==> src/rtl/fl_pkg.sv <==
package fl_pkg;

    localparam int OFF_W = 18;
    localparam int BASE_W = 12;
    localparam logic [31:0] EMPTY_MFA = 32'hFFFF_FFFF;

    localparam logic [1:0] SEL_BASE = 2'd0;
    localparam logic [1:0] SEL_HEAD = 2'd1;
    localparam logic [1:0] SEL_TAIL = 2'd2;

    typedef enum logic [1:0] {
        ST_IDLE  = 2'd0,
        ST_ISSUE = 2'd1,
        ST_WAIT  = 2'd2,
        ST_DONE  = 2'd3
    } fetch_st_e;

    typedef struct packed {
        logic [BASE_W-1:0] base_hi;
        logic [OFF_W-1:0]  head_off;
    } regs_t;

    typedef struct packed {
        fetch_st_e   st;
        logic [31:0] data;
        logic [31:0] addr;
        logic        hit;
    } fetch_t;

endpackage

==> src/rtl/fl_regs.sv <==
module fl_regs
    import fl_pkg::*;
(
    input  logic              clk,
    input  logic              rst_n,
    input  logic              agent_mode,
    input  logic              cfg_en,
    input  logic              cfg_we,
    input  logic [1:0]        cfg_addr,
    input  logic [31:0]       cfg_wdata,
    input  logic [OFF_W-1:0]  tail_off,
    output logic [31:0]       cfg_rdata,
    output logic [BASE_W-1:0] base_hi,
    output logic [OFF_W-1:0]  head_off
);

    regs_t regs_d, regs_q;
    logic  wr_stb;

    assign wr_stb = cfg_en && cfg_we;

    always_comb begin
        regs_d = regs_q;
        if (wr_stb) begin
            if (cfg_addr == SEL_BASE) begin
                regs_d.base_hi = cfg_wdata[31:32-BASE_W];
            end else if (cfg_addr == SEL_HEAD && agent_mode) begin
                regs_d.head_off = cfg_wdata[OFF_W+1:2];
            end
        end
    end

    always_ff @(posedge clk) begin
        if (!rst_n) begin
            regs_q <= '0;
        end else begin
            regs_q <= regs_d;
        end
    end

    always_comb begin
        cfg_rdata = '0;
        if (cfg_en && !cfg_we) begin
            case (cfg_addr)
                SEL_BASE: cfg_rdata = {regs_q.base_hi, 20'd0};
                SEL_HEAD: if (agent_mode) cfg_rdata = {regs_q.base_hi, regs_q.head_off, 2'b00};
                SEL_TAIL: if (agent_mode) cfg_rdata = {regs_q.base_hi, tail_off, 2'b00};
                default:  cfg_rdata = '0;
            endcase
        end
    end

    assign base_hi  = regs_q.base_hi;
    assign head_off = regs_q.head_off;

    // pointer writes outside agent mode leave the head untouched
    a_r8_head_locked: assert property (@(posedge clk) disable iff (!rst_n)
        (wr_stb && !agent_mode) |=> $stable(head_off))
        else $error("head changed by a write outside agent mode");

    // the base changes only through a select-0 write
    a_r10_base_only_sel0: assert property (@(posedge clk) disable iff (!rst_n)
        !(wr_stb && cfg_addr == SEL_BASE) |=> $stable(base_hi))
        else $error("base changed without a base write");

endmodule

==> src/rtl/fl_tail.sv <==
module fl_tail
    import fl_pkg::*;
#(
    parameter int QUEUE_WORDS = 16
) (
    input  logic             clk,
    input  logic             rst_n,
    input  logic             advance,
    output logic [OFF_W-1:0] tail_off
);

    localparam int IDX_W = (QUEUE_WORDS > 1) ? $clog2(QUEUE_WORDS) : 1;

    logic [IDX_W-1:0] idx_d, idx_q;

    always_comb begin
        idx_d = idx_q;
        if (advance) begin
            idx_d = idx_q + 1'b1;
        end
    end

    always_ff @(posedge clk) begin
        if (!rst_n) begin
            idx_q <= '0;
        end else begin
            idx_q <= idx_d;
        end
    end

    generate
        if (IDX_W < OFF_W) begin : g_pad
            assign tail_off = {{(OFF_W-IDX_W){1'b0}}, idx_q};
        end else begin : g_full
            assign tail_off = idx_q[OFF_W-1:0];
        end
    endgenerate

    // the tail holds whenever no entry is handed out
    a_r4_tail_hold: assert property (@(posedge clk) disable iff (!rst_n)
        !advance |=> $stable(tail_off))
        else $error("tail moved without a returned entry");

endmodule

==> src/rtl/fl_fetch.sv <==
module fl_fetch
    import fl_pkg::*;
(
    input  logic              clk,
    input  logic              rst_n,
    input  logic              qp_req_valid,
    output logic              qp_req_ready,
    output logic [31:0]       qp_rdata,
    input  logic [BASE_W-1:0] base_hi,
    input  logic [OFF_W-1:0]  head_off,
    input  logic [OFF_W-1:0]  tail_off,
    output logic              tail_advance,
    output logic              mem_req_valid,
    input  logic              mem_req_ready,
    output logic [31:0]       mem_addr,
    input  logic              mem_rsp_valid,
    input  logic [31:0]       mem_rsp_data
);

    fetch_t cur_q, nxt_d;
    logic   list_empty;

    assign list_empty = (head_off == tail_off);

    always_comb begin
        nxt_d         = cur_q;
        qp_req_ready  = 1'b0;
        mem_req_valid = 1'b0;
        tail_advance  = 1'b0;
        case (cur_q.st)
            ST_IDLE: begin
                if (qp_req_valid) begin
                    if (list_empty) begin
                        nxt_d.st   = ST_DONE;
                        nxt_d.data = EMPTY_MFA;
                        nxt_d.hit  = 1'b0;
                    end else begin
                        nxt_d.st   = ST_ISSUE;
                        nxt_d.addr = {base_hi, tail_off, 2'b00};
                        nxt_d.hit  = 1'b1;
                    end
                end
            end
            ST_ISSUE: begin
                mem_req_valid = 1'b1;
                if (mem_req_ready) begin
                    nxt_d.st = ST_WAIT;
                end
            end
            ST_WAIT: begin
                if (mem_rsp_valid) begin
                    nxt_d.data = mem_rsp_data;
                    nxt_d.st   = ST_DONE;
                end
            end
            ST_DONE: begin
                qp_req_ready = 1'b1;
                tail_advance = cur_q.hit;
                nxt_d.st     = ST_IDLE;
            end
            default: nxt_d.st = ST_IDLE;
        endcase
    end

    always_ff @(posedge clk) begin
        if (!rst_n) begin
            cur_q <= '{st: ST_IDLE, data: '0, addr: '0, hit: 1'b0};
        end else begin
            cur_q <= nxt_d;
        end
    end

    assign mem_addr = cur_q.addr;
    assign qp_rdata = (cur_q.st == ST_DONE) ? cur_q.data : '0;

    // a stalled memory request keeps its address
    a_r9_addr_hold: assert property (@(posedge clk) disable iff (!rst_n)
        (mem_req_valid && !mem_req_ready) |=> (mem_req_valid && $stable(mem_addr)))
        else $error("memory request dropped or address changed while stalled");

    // completion is a single-cycle pulse
    a_r9_ready_pulse: assert property (@(posedge clk) disable iff (!rst_n)
        qp_req_ready |=> !qp_req_ready)
        else $error("queue-port ready held for more than one cycle");

    // no new memory request while the requester is being answered
    a_r9_single_outstanding: assert property (@(posedge clk) disable iff (!rst_n)
        mem_req_valid |-> !qp_req_ready)
        else $error("memory request overlaps a completion");

    // completion only answers a held request
    a_r2_ready_with_req: assert property (@(posedge clk) disable iff (!rst_n)
        qp_req_ready |-> qp_req_valid)
        else $error("ready without a pending request");

endmodule

==> src/rtl/fl_queue_port.sv <==
module fl_queue_port
    import fl_pkg::*;
#(
    parameter int QUEUE_WORDS = 16
) (
    input  logic        clk,
    input  logic        rst_n,
    input  logic        agent_mode,
    input  logic        cfg_en,
    input  logic        cfg_we,
    input  logic [1:0]  cfg_addr,
    input  logic [31:0] cfg_wdata,
    output logic [31:0] cfg_rdata,
    input  logic        qp_req_valid,
    output logic        qp_req_ready,
    output logic [31:0] qp_rdata,
    output logic        mem_req_valid,
    input  logic        mem_req_ready,
    output logic [31:0] mem_addr,
    input  logic        mem_rsp_valid,
    input  logic [31:0] mem_rsp_data
);

    logic [BASE_W-1:0] base_hi;
    logic [OFF_W-1:0]  head_off;
    logic [OFF_W-1:0]  tail_off;
    logic              tail_advance;

    fl_regs u_regs (
        .clk       (clk),
        .rst_n     (rst_n),
        .agent_mode(agent_mode),
        .cfg_en    (cfg_en),
        .cfg_we    (cfg_we),
        .cfg_addr  (cfg_addr),
        .cfg_wdata (cfg_wdata),
        .tail_off  (tail_off),
        .cfg_rdata (cfg_rdata),
        .base_hi   (base_hi),
        .head_off  (head_off)
    );

    fl_tail #(.QUEUE_WORDS(QUEUE_WORDS)) u_tail (
        .clk     (clk),
        .rst_n   (rst_n),
        .advance (tail_advance),
        .tail_off(tail_off)
    );

    fl_fetch u_fetch (
        .clk          (clk),
        .rst_n        (rst_n),
        .qp_req_valid (qp_req_valid),
        .qp_req_ready (qp_req_ready),
        .qp_rdata     (qp_rdata),
        .base_hi      (base_hi),
        .head_off     (head_off),
        .tail_off     (tail_off),
        .tail_advance (tail_advance),
        .mem_req_valid(mem_req_valid),
        .mem_req_ready(mem_req_ready),
        .mem_addr     (mem_addr),
        .mem_rsp_valid(mem_rsp_valid),
        .mem_rsp_data (mem_rsp_data)
    );

    // a read of an empty list completes without touching memory
    a_r4_empty_sentinel: assert property (@(posedge clk) disable iff (!rst_n)
        (qp_req_ready && !tail_advance) |-> (qp_rdata == EMPTY_MFA))
        else $error("empty completion without the sentinel");

endmodule

==> config.mk <==
export PLATFORM = sky130hd
export DESIGN_NAME = fl_queue_port
export DESIGN_NICKNAME = d
export VERILOG_FILES = /design/src/rtl/fl_pkg.sv /design/src/rtl/fl_regs.sv /design/src/rtl/fl_tail.sv /design/src/rtl/fl_fetch.sv /design/src/rtl/fl_queue_port.sv
export SDC_FILE = /design/constraint.sdc
export NUM_CORES = 1
export LEC_CHECK = 0
export BUFFER_PORTS_ARGS = -buffer_cell sky130_fd_sc_hd__buf_2
export CAP_MARGIN = 15
export CORE_MARGIN = 4
export CORE_UTILIZATION = 45
export DETAILED_ROUTE_END_ITERATION = 10
export PLACE_DENSITY_LB_ADDON = 0.3
export REMOVE_ABC_BUFFERS = 1
export SETUP_SLACK_MARGIN = 0.15
export SYNTH_ARGS = -nofsm -noshare
export SYNTH_HDL_FRONTEND = slang
export SYNTH_SLANG_ARGS = --single-unit
==> constraint.sdc <==
create_clock -name clk -period 1.6 [get_ports clk]
set_input_delay 0.24 -clock clk [delete_from_list [all_inputs] [get_ports clk]]
set_output_delay 0.24 -clock clk [all_outputs]
set_load 0.05 [all_outputs]
After elaboration in Yosys (flattened, before gate mapping)
Cells that the tools add are included.
{ "classes": {"n_addsub": 1, "eq_ne": 10, "mux": 17, "bitwise": 2, "n_reduce_logical": 13} }
{ "ops": {"columns": ["op", "n"], "rows": [
  ["2-to-1 mux 32 bit", 6],
  ["one-hot mux 32 bit (3 select lines)", 1],
  ["2-to-1 mux 67 bit", 1],
  ["one-hot mux 32 bit (2 select lines)", 1],
  ["2-to-1 mux 34 bit", 1],
  ["== test 18 x 4 -> 1 bit", 1],
  ["AND reduction 3 bit", 3],
  ["one-hot mux 2 bit (4 select lines)", 1],
  ["== test 2 bit (second input constant)", 3],
  ["!= test 2 bit (second input constant)", 3],
  ["adder 4 x 1 -> 4 bit (second input constant)", 1],
  ["== test 2 x 1 -> 1 bit (second input constant)", 2],
  ["logical NOT 2 bit", 2],
  ["2-to-1 mux 1 bit", 4],
  ["2-to-1 mux 2 bit", 2],
  ["AND reduction 2 bit", 2],
  ["AND reduction 4 bit", 1],
  ["logical AND 1 bit", 3],
  ["!= test 2 x 1 -> 1 bit (second input constant)", 1],
  ["inverter 1 bit", 2],
  ["nonzero test 2 bit", 1],
  ["logical NOT 1 bit", 1]
]} }
{ "totals": {"register_bits": 85, "inputBits": 74, "out_inout_bits": 98, "word_cells": 50} }

Longest topological paths before layout
{ "depth": {"ltp_word": 4, "ltp_mapped": 8, "ltp_nobuf": 6} }

Modules after synthesis
From an unflattened synthesis, not the netlist that was laid out.
{ "unflattened": {"cells_unflattened": 660, "hier_area_um2": 5356.4} }
{ "by_module_without_submodules": {"columns": ["mod", "n_inst", "cells_each", "area_per_inst_um2", "seq_area_each_um2"], "rows": [
  ["fl_fetch", 1, 432, 3504.6, 1301.2],
  ["fl_regs", 1, 197, 1566.5, 600.6],
  ["fl_tail", 1, 31, 285.3, 80.1]
]} }

Least setup slack after synthesis
No wires, ideal clock.
{ "synth_timing": {"kind": "reg-to-output", "from": "reg u_fetch.cur_q[65] (netlist bit)", "to": "out qp_rdata[10]", "arrival_ps": 1640, "required_ps": 1360, "setup_slack_ps": -280, "path_stages_with_launch": 4, "n_path_buf": 1, "cell_sequence": "dfxtp_1 ha_1 clkbuf_1 and2_1"} }
{ "synth_via": {"elab_chain_len": 2} }
{ "synth_rtl": {"columns": ["item", "line", "source"], "rows": [
  ["start: declaration", "fl_fetch.sv:20", "fetch_t cur_q, nxt_d;"],
  ["start signal: assignment", "fl_fetch.sv:67", "cur_q <= '{st: ST_IDLE, data: '0, addr: '0, hit: 1'b0};"],
  ["start signal: assignment", "fl_fetch.sv:69", "cur_q <= nxt_d;"],
  ["== test 2 bit", "fl_fetch.sv:74", "assign qp_rdata = (cur_q.st == ST_DONE) ? cur_q.data : '0;"],
  ["2-to-1 mux 32 bit", "fl_fetch.sv:74", null],
  ["end: declaration", "fl_queue_port.sv:16", "output logic [31:0] qp_rdata,"]
]} }
No other way between the ends.

Worst setup path after layout
{ "layout_timing": {"from": "reg u_fetch.cur_q[65] (netlist bit)", "to": "out qp_rdata[6]"} }
Same word-level chain as after synthesis.

==> impl_metrics.prom <==
# TYPE chip_impl_metric gauge
chip_impl_metric{name="avgRoutedWirePerCell",unit="µm"} 18.20
chip_impl_metric{name="power_density",unit="nW/µm²"} 1159
chip_impl_metric{name="post_synth_instance_area",unit="µm²"} 5243
chip_impl_metric{name="clock_skew",unit="ns"} 0.009167
chip_impl_metric{name="synth_edf_count",unit=""} 0
chip_impl_metric{name="drt_pass1_iterations",unit=""} 5
chip_impl_metric{name="worst-path-buf-inv",unit=""} 3
chip_impl_metric{name="worst_skew_pair.late_latency",unit="ns"} 0.35
chip_impl_info{name="timing_worst_setup_path_type",value="flop to output port"} 1
chip_impl_metric{name="worstPathRequired",unit="ns"} 1.36
chip_impl_metric{name="maximum_number_of_pins_on_one_net_before_global_route_repair",unit=""} 68
chip_impl_info{name="mostFrequentLayoutCell",value="sky130_fd_sc_hd__nand2_1"} 1
chip_impl_info{name="cts_tree",value="done"} 1
chip_impl_info{name="worstHoldPathType",value="input pin to flop"} 1
chip_impl_metric{name="final_layout_size_suffix_gt1_share",unit="%"} 44.25
chip_impl_metric{name="hold_bufs_inserted_after_cts",unit=""} 0
chip_impl_metric{name="finalCoreUtilization",unit="%"} 68.95
chip_impl_metric{name="multi_input_area",unit="µm²"} 3446
chip_impl_metric{name="dp_hpwl",unit="µm"} 9747
chip_impl_metric{name="core_region_area",unit="µm²"} 11420
chip_impl_metric{name="layout.nets",unit=""} 884
chip_impl_metric{name="post_synth_inst_count",unit=""} 641
chip_impl_metric{name="die_x",unit="µm"} 115.9
chip_impl_info{name="grt_setup_unrepaired",value="yes"} 1
chip_impl_metric{name="maximum_capacitance_violations",unit=""} 0
chip_impl_metric{name="antenna_cells",unit=""} 0
chip_impl_metric{name="area_growth",unit="%"} 50.17
chip_impl_metric{name="cts_num_sinks",unit=""} 85
chip_impl_metric{name="io_buffers",unit=""} 151
chip_impl_metric{name="number_of_distinct_standard_cells_referenced_by_the_synthesized_netlist",unit=""} 44
chip_impl_metric{name="routabilityCongestion",unit=""} 0.8298
chip_impl_metric{name="worst-path-max-fanout",unit=""} 8
chip_impl_metric{name="via_density",unit=""} 5.743
chip_impl_metric{name="ff2ff_path_depth",unit=""} 6
chip_impl_metric{name="syn-mean-instance-area",unit="µm²"} 8.179
chip_impl_metric{name="fin_crit_sh",unit="%"} 111.4
chip_impl_info{name="failing_checks",value="setup timing"} 1
chip_impl_metric{name="fin_worst_hold_slack",unit="ns"} 0.1313
chip_impl_metric{name="cts.clk_slew.worst_paths",unit="ns"} 0.07
chip_impl_info{name="worst_path_max_delay_cell",value="sky130_fd_sc_hd__dfxtp_2"} 1
chip_impl_metric{name="final_max_slew_viol_count",unit=""} 0
chip_impl_info{name="crit_path_cell_trace",value="buf_6 -> ha_4 -> clkbuf_16 -> and2_4 -> buf_8"} 1
chip_impl_metric{name="iteration_0_drc_markers",unit=""} 520
chip_impl_metric{name="cts_buffers",unit=""} 9
chip_impl_info{name="setup.worst_path.end_class",value="output port"} 1
chip_impl_info{name="synth_top_flop_cell",value="sky130_fd_sc_hd__dfxtp_1"} 1
chip_impl_metric{name="vdd_drop_max",unit="V"} 0.0006770
chip_impl_metric{name="yosys_warnings",unit=""} 0
chip_impl_metric{name="power.leakage",unit="nW"} 3.205
chip_impl_metric{name="sequential_cell_area",unit="µm²"} 1718
chip_impl_metric{name="report.final.setup_viol",unit=""} 82
chip_impl_metric{name="routed_vias",unit=""} 5467
chip_impl_metric{name="floorplan.die.height",unit="µm"} 115.9
chip_impl_info{name="layout_common_cells",value="sky130_fd_sc_hd__nand2_1, sky130_fd_sc_hd__buf_2, sky130_fd_sc_hd__dfxtp_1, sky130_fd_sc_hd__buf_4, sky130_fd_sc_hd__and2_4"} 1
chip_impl_metric{name="fillerInstances",unit=""} 820
chip_impl_info{name="worstSetupStartpointType",value="flop"} 1
chip_impl_metric{name="global_route_congestion_overflow_total",unit=""} 0
chip_impl_metric{name="gr-usage-all-layers",unit="%"} 23.82
chip_impl_metric{name="detailedPlace.worstSlack",unit="ns"} -0.2168
chip_impl_metric{name="final.setup.worst_slack",unit="ns"} -0.1828
chip_impl_metric{name="ant_nets",unit=""} 0
chip_impl_info{name="run_status",value="complete, but fails checks"} 1
chip_impl_metric{name="worst_ep_arrival_time",unit="ns"} 1.54
chip_impl_metric{name="critical_path_depth",unit=""} 5
chip_impl_metric{name="global_route_wire_length_before_repair",unit="µm"} 25760
chip_impl_metric{name="power",unit="mW"} 9.127
chip_impl_metric{name="synth_async_sr_flop_share",unit="%"} 0
chip_impl_metric{name="detail_route.drc_violations",unit=""} 0
chip_impl_metric{name="floorplan.initialDensity",unit="%"} 45.91
chip_impl_metric{name="tmin_final",unit="ns"} 1.783
chip_impl_metric{name="routed_wirelength",unit="µm"} 17320
chip_impl_metric{name="hold_viol_final",unit=""} 0
chip_impl_info{name="cpLargestDelayFamily",value="buffers and inverters"} 1
chip_impl_metric{name="first_global_vias",unit=""} 5257
chip_impl_metric{name="fp-row-count",unit=""} 39
chip_impl_metric{name="whs_path_depth",unit=""} 3
chip_impl_metric{name="cts-htree-levels",unit=""} 3
chip_impl_metric{name="critical_path_s_largest_stage_delay",unit="ns"} 0.35
chip_impl_metric{name="seq_area_frac_synth",unit="%"} 32.46
chip_impl_metric{name="yosys_register_bits",unit=""} 85
chip_impl_metric{name="deepest_clock_path_buffer_count",unit=""} 2
chip_impl_info{name="clock_tree.root_cell",value="sky130_fd_sc_hd__clkbuf_16"} 1
chip_impl_metric{name="total_die_area",unit="µm²"} 13440
chip_impl_metric{name="design.portCount",unit=""} 172
chip_impl_metric{name="maxClockFrequency",unit="MHz"} 560.9
chip_impl_metric{name="grt_antenna_before_repair",unit=""} 0
-- area by class of cell --
type	count	area share, %
well taps	143	2.273
clock buffers	9	2.861
flip-flops and latches	85	21.82
repair buffers	226	27.64
inverters	4	0.2861
multi-input cells	478	43.77
clock inverters	7	1.351
-- logic make-up (layout without fill, tap and decap cells) --
group | Yosys count | count (layout) | synth area share [%]
other | 1 | 18 | 0.07153
adders and majority gates | 6 | 6 | 1.432
buffers and inverters | 95 | 246 | 10.00
DFF | 85 | 85 | 32.46
AOI/OAI and AO/OA | 193 | 193 | 28.71
and+or+nand+nor | 239 | 239 | 23.27
xor gates and xnor gates | 6 | 6 | 1.002
muxes | 16 | 16 | 3.055
-- worst register-to-register path, delay by kind of cell, from the launching register on --
family / cells / cell delay (ns)
AO/OA/AOI/OAI: 1 / 0.13
buffers and inverters: 2 / 0.50
flip-flops: 1 / 0.34
AND/OR/NAND/NOR: 3 / 0.69
-- timing repair --
action                     in CTS  in global routing
resized for setup             187                 96
buffers inserted               14                  3
pin swaps                      21                 22
cloned                          6                  3
setup endpoints to repair     102                115
-- path summary, 6_finish.rpt --
check / start / end / slack, ns
setup / recovery: u_fetch.cur_q[65] / qp_rdata[6] / -0.18
hold / removal: cfg_wdata[4] / u_regs.head_off[2] / 0.13
setup reg to reg: u_regs.head_off[12] / u_fetch.cur_q[34] / -0.14
hold reg to reg: u_fetch.mem_addr[2] / u_fetch.mem_addr[2] / 0.46
-- report_power, final --
part	internal, mW	switching (mW)
sequential	2.43	0.255
combinational	1.90	2.21
clock	1.39	0.935
total	5.73	3.40
-- Yosys cell counts (4+ instances only) --
cell | number | area [µm²]
sky130_fd_sc_hd__a21boi_0 | 22 | 165.2
sky130_fd_sc_hd__a21boi_1 | 11 | 82.58
sky130_fd_sc_hd__a21o_1 | 32 | 240.2
sky130_fd_sc_hd__a22oi_1 | 4 | 30.03
sky130_fd_sc_hd__a31oi_1 | 33 | 206.5
sky130_fd_sc_hd__and2_1 | 60 | 375.4
sky130_fd_sc_hd__buf_2 | 5 | 25.02
sky130_fd_sc_hd__buf_4 | 34 | 255.2
sky130_fd_sc_hd__clkbuf_1 | 48 | 180.2
sky130_fd_sc_hd__dfxtp_1 | 85 | 1702
sky130_fd_sc_hd__ha_1 | 6 | 75.07
sky130_fd_sc_hd__mux2i_1 | 16 | 160.2
sky130_fd_sc_hd__nand2_1 | 114 | 427.9
sky130_fd_sc_hd__nand3_1 | 4 | 20.02
sky130_fd_sc_hd__nor2_1 | 8 | 30.03
sky130_fd_sc_hd__nor2b_1 | 34 | 212.7
sky130_fd_sc_hd__o211ai_1 | 33 | 247.7
sky130_fd_sc_hd__o21ai_0 | 20 | 100.1
sky130_fd_sc_hd__o221ai_1 | 16 | 140.1
sky130_fd_sc_hd__o221ai_2 | 16 | 240.2
sky130_fd_sc_hd__xnor2_1 | 6 | 52.55
-- registers in the layout, summed over array words and instances, names as in the netlist --
name and flops:
u_fetch.cur_q 35, u_tail.idx_q 4, u_fetch.mem_addr 16, u_regs.head_off 18, u_regs.base_hi 12
-- through the flow --
step | area, µm² | setup TNS (ns) | cells
floorplan | 4797 | -56.99 | 567
global placement | 6220 | -4.601 | 910
detailed placement | 6220 | -6.120 | 910
CTS | 7488 | -6.762 | 946
global route | 7873 | -14.00 | 952
finish | 7873 | -9.276 | 952
-- per-layer routing --
layer,track usage (%),share of wire (%)
met1,29.36,39
met4,9.977,2.8
met5,0,0
met3,5.379,8.2
met2,40.08,50
Power figures use the tool's default switching activity.
